File: src/rtl/vdbg_panel.sv
module vdbg_panel #(
  parameter int BAR_W    = 24,
  parameter int WORD_W   = 32,
  parameter int HALF_W   = 4,
  parameter int TICK_DIV = 1000000
) (
  input  logic                clk,
  input  logic                rst_n,
  input  logic [15:0]         vsw,
  input  logic [15:0]         vbtn,
  input  logic [WORD_W-1:0]   host_word,
  input  logic [HALF_W-1:0]   scroll_pat,
  input  logic [HALF_W-1:0]   toggle_st,
  input  logic [HALF_W-1:0]   timer_val,
  output logic [BAR_W-1:0]    bar,
  output logic [WORD_W-1:0]   word_out,
  output logic [2*HALF_W-1:0] vled
);

  localparam int TICK_W = (TICK_DIV > 1) ? $clog2(TICK_DIV) : 1;
  localparam logic [TICK_W-1:0] TICK_LAST = TICK_W'(TICK_DIV - 1);

  logic [TICK_W-1:0] tick_cnt;
  logic              tick;
  logic [WORD_W-1:0] ctr;
  logic [WORD_W-1:0] mirrored;
  logic [1:0]        mode;

  assign mode = vsw[15:14];
  assign tick = (tick_cnt == TICK_LAST);

  always_ff @(posedge clk or negedge rst_n) begin
    if (!rst_n)    tick_cnt <= '0;
    else if (tick) tick_cnt <= '0;
    else           tick_cnt <= tick_cnt + 1'b1;
  end

  always_ff @(posedge clk or negedge rst_n) begin
    if (!rst_n)                bar <= '0;
    else if (vbtn[15])         bar <= '0;
    else if (tick && !vbtn[14])
      bar <= (&bar) ? '0 : {1'b1, bar[BAR_W-1:1]};
  end

  always_ff @(posedge clk or negedge rst_n) begin
    if (!rst_n) ctr <= '0;
    else if (tick) begin
      case (mode)
        2'b00:   ctr <= ctr + 1'b1;
        2'b01:   ctr <= ctr - 1'b1;
        default: ctr <= ctr;
      endcase
    end
  end

  for (genvar i = 0; i < WORD_W; i++) begin : g_mirror
    assign mirrored[i] = host_word[WORD_W-1-i];
  end

  always_comb begin
    case (mode)
      2'b10:   word_out = ~host_word;
      2'b11:   word_out = mirrored;
      default: word_out = ctr;
    endcase
  end

  always_comb begin
    if (vsw[9])      vled = {vsw[HALF_W-1:0], vbtn[HALF_W-1:0]};
    else if (vsw[8]) vled = {timer_val, toggle_st};
    else             vled = {scroll_pat, toggle_st};
  end

endmodule

File: config.mk
export PLATFORM = sky130hd
export DESIGN_NAME = vdbg_panel
export DESIGN_NICKNAME = d
export VERILOG_FILES = /design/src/rtl/vdbg_panel.sv
export SDC_FILE = /design/constraint.sdc
export NUM_CORES = 1
export LEC_CHECK = 0
export ABC_AREA = 1
export BUFFER_PORTS_ARGS = -buffer_cell sky130_fd_sc_hd__clkbuf_2
export CAP_MARGIN = 30
export CORE_ASPECT_RATIO = 0.9
export CORE_MARGIN = 2
export CORE_UTILIZATION = 46
export DETAILED_ROUTE_END_ITERATION = 12
export PLACE_DENSITY_LB_ADDON = 0.25
export SETUP_SLACK_MARGIN = 0.05
export SYNTH_ARGS = -nofsm -noshare
export SYNTH_HDL_FRONTEND = slang
export SYNTH_SLANG_ARGS = --single-unit
File: constraint.sdc
create_clock -name clk -period 2.4 [get_ports clk]
set_input_delay 0.12 -clock clk [delete_from_list [all_inputs] [get_ports clk]]
set_output_delay 0.12 -clock clk [all_outputs]
set_load 0.05 [all_outputs]
==> metrics.yaml <==
die:
  num_rows: 39
  start_util_pct: 47.3
  die_y_um: 113
  die_w_um: 125
  boundaryPins: 142
  core_um2: 12800
  dieArea_um2: 14100
logic_synthesis:
  yosysUniqueCellTypes: 43
  netlist_area_um2: 6050
  synthXorXnorAreaFrac_pct: 4.49
  synth-seq-area-share_pct: 31.4
  synth-compound-area-share_pct: 15.9
  synthSimpleGateAreaFrac_pct: 35.8
  synth_seq_cells: 76
  synth_top_family_by_area: "simple AND/OR/NAND/NOR gates"
  yosys.area.top_type_share_pct: 31.4
  synth_cells: 917
  netlist_top_cells_area: "dfrtp_1, nand2_1, inv_1, nand3_1, o221ai_1"
  synth_fp_nets: 997
  yosysWarnings: 0
  synth_fa_ha_area_share_pct: 0.413
  synth_area_leader_cell: "dfrtp_1"
  synthMuxAreaShare_pct: 0
  synth.avg_cell_area_um2: 6.60
placed_design:
  dpl.hpwl_mm: 13.7
  placed_area_um2: 7140
  gp_congestion: 0.953
  io_buffers: 123
sta:
  relSlewSlack_pct: 54.5
  post-route-period-util_pct: 84.7
  post-route-min-period_ps: 2030
  worst_clock_skew_ps: 10.8
  setup_tns_ps: 0
  slew_violations: 0
  setup_viol: 0
  fmax_mhz: 492
  tightest_slew_ps: 682
  rsz0062_at_grt: "false"
  hold_viol: 0
routing:
  dr.pass1.iters: 8
  via_count: 6601
  drc: 0
  wire_per_inst_um: 15.1
  drt-initial-drc-count: 537
  routed_wl_mm: 18.1
  ant_nets: 0
  avgViaCountPerCell: 5.50
power:
  ir_drop_v: 0.000353
  power_density_nw_per_um2: 510
  swShare_pct: 34.9
  p_int_w: 0.00248
  p_sw_w: 0.00133
  seqPwrFrac_pct: 35.0
  combPwrFrac_pct: 26.3
  p_clk_share_pct: 38.7
  leakage_nw: 3.79
worst_setup_path:
  critPathLaunch: "ctr[1]$_DFFE_PN0P_"
  endpoint: "ctr[28]$_DFFE_PN0P_"
  critPathKind: "reg -> reg"
  timing.rr.end: "ctr[28]$_DFFE_PN0P_"
  critical_path.max_stage_delay_ps: 380
  cp.buffers_inverters: 4
  rrSetupSlack_ps: 370
  r2r-start: "ctr[1]$_DFFE_PN0P_"
  cp.arrival_ps: 2270
  path_common_cell: "nand2_1"
  crit_fanout: 3
  reg2regPathDepth: 15
  cp_num_cells: 15
  cp_data_required_time_ps: 2640
  crit_chain: "inv_1 -> nand2_1 -> nand2_1 -> inv_1 -> ha_1 -> inv_1 -> nand2_1 -> a21oi_4 -> inv_2 -> nand2_1 -> nand2_1 -> nand2_1 -> nand3_1 -> nand3_1 -> nand2_1"
  critPathCaptureType: "flop"
  crit_slowest_cell: "dfrtp_1"
  startpoint_type: "flop"
  worst_path_dominant_cell_family: "simple AND/OR/NAND/NOR gates"
clock_tree:
  clk_pin_slew_worst_paths_ps: 70
  htree_num_levels: 3
  clkSinkCount: 76
  clockBufferDepth: 2
  clock_latency_ps: 350
  cts_tree: "built"
  cts_root_buffer: "clkbuf_16"
  numCtsBuffers: 9
grt:
  antenna_found_initial: 0
  grt_first_pass_wirelength_mm: 29.8
  grt_overflow: 0
  grt_max_degree: 56
  grt_pass1_vias: 6113
  grt_usage_pct: 25.7
cells_and_area:
  final_cell_mix: "nand2_1, inv_1, clkbuf_2, nand3_1, dfrtp_1"
  n_fill_cell: 1209
  antenna_cells: 0
  syn_to_final_growth_pct: 23.4
  layout.cells.most_common: "nand2_1"
  nNetsFinal: 1112
  drive_above_1_share_pct: 17.5
  final_cell_area_um2: 7470
min_path:
  hp-class: "in -> async"
outcome:
  status: "complete, no violations"
job:
  drv_cap: 0
==> through the flow <==
| step | worst slack [ps] | instances | total power, W | utilization, % | hold slack (ps) |
|---|---|---|---|---|---|
| floorplan | 598 | 917 | 0.00198 | - | -176 |
| global placement | 293 | 1183 | 0.00233 | 55.6 | 118 |
| detailed placement | 237 | 1184 | 0.00235 | 55.8 | 125 |
| CTS | 253 | 1201 | 0.00382 | 58.3 | 297 |
| global route | 176 | 1201 | 0.00395 | 58.4 | 339 |
| finish | 368 | 1201 | 0.00381 | 58.4 | 285 |
==> cells in the mapped netlist, drive strengths merged <==
library cell / instances
a21oi: 23
a31oi: 1
a41o: 2
a41oi: 20
and2b: 1
and3: 1
buf: 21
clkbuf: 13
dfrtp: 76
ha: 2
inv: 146
nand2: 293
nand3: 90
nand3b: 3
nand4: 15
nor2: 75
nor2b: 1
nor3: 11
nor4: 8
o211ai: 2
o21ai: 24
o21bai: 2
o221ai: 30
o31ai: 1
o32ai: 22
o41ai: 2
or2: 1
xnor2: 7
xor2: 24
==> power by group through the flow <==
stage                     combinational, W  sequential, W  clock [W]
after detailed placement          0.000991        0.00135          0
after global placement            0.000978        0.00135          0
final                              0.00100        0.00133    0.00147
after global routing               0.00108        0.00134    0.00154
after CTS                         0.000996        0.00133    0.00149
after floorplan                   0.000629        0.00135          0
==> cell type report <==
type                            instances  area, um^2  share of cell area [%]
Sequential cell                        76        1900                    25.5
Multi-Input combinational cell        661        3430                    46.0
Timing Repair Buffer                  138        1070                    14.3
Clock inverter                          7        88.8                    1.19
Inverter                              146         548                    7.34
Clock buffer                            9         225                    3.02
Tap cell                              164         205                    2.75
==> state kept, by name (all words and copies together), names as in the netlist <==
register,cells
bar,24
ctr,32
tick_cnt,20
==> metal layers <==
metal / vias to the layer above / part of all wire (%) / GRT usage (%) / wire [um]
met5: - / 0 / 0 / 0
met1: 3075 / 45 / 34.2 / 8230
met3: 30 / 5.8 / 4.11 / 1040
met2: 220 / 47 / 43.4 / 8580
met4: 0 / 1.6 / 8.07 / 282
li1: 3276 / - / - / -
==> worst min path at each step <==
stage           from  slack, ps                 end  depth (start not counted)
2_1_floorplan  rst_n       -180  bar[0]$_DFFE_PN0P_                          0
3_3_place_gp   rst_n        120  bar[6]$_DFFE_PN0P_                          1
3_5_place_dp   rst_n        120  bar[6]$_DFFE_PN0P_                          1
4_1_cts        rst_n        300  bar[6]$_DFFE_PN0P_                          2
5_1_grt        rst_n        340  bar[6]$_DFFE_PN0P_                          2
6_report       rst_n        280  bar[7]$_DFFE_PN0P_                          2
==> logic make-up after synthesis <==
kind of cell | count (synthesis)
AO/OA/AOI/OAI | 129
XOR/XNOR | 31
adder cells (fa/ha/maj) | 2
buffers and inverters | 180
flip-flops | 76
AND/OR/NAND/NOR | 499
==> worst register-to-register path, delay by kind of cell (launching register included) <==
kind / cells / cell delay (ps)
flops: 1 / 380
simple gates: 9 / 900
compound gates: 1 / 230
fa+ha+maj: 1 / 160
buf+inv: 4 / 240
==> repair_timing <==
| action | CTS | global route |
|---|---|---|
| buffers inserted | 0 | 0 |
| hold buffers | 1 | 0 |
| gates resized for setup | 0 | 1 |
| hold endpoints to repair | 35 | 0 |
| setup endpoints to repair | 0 | 1 |
Note: power is estimated with default switching activity, not from simulation.
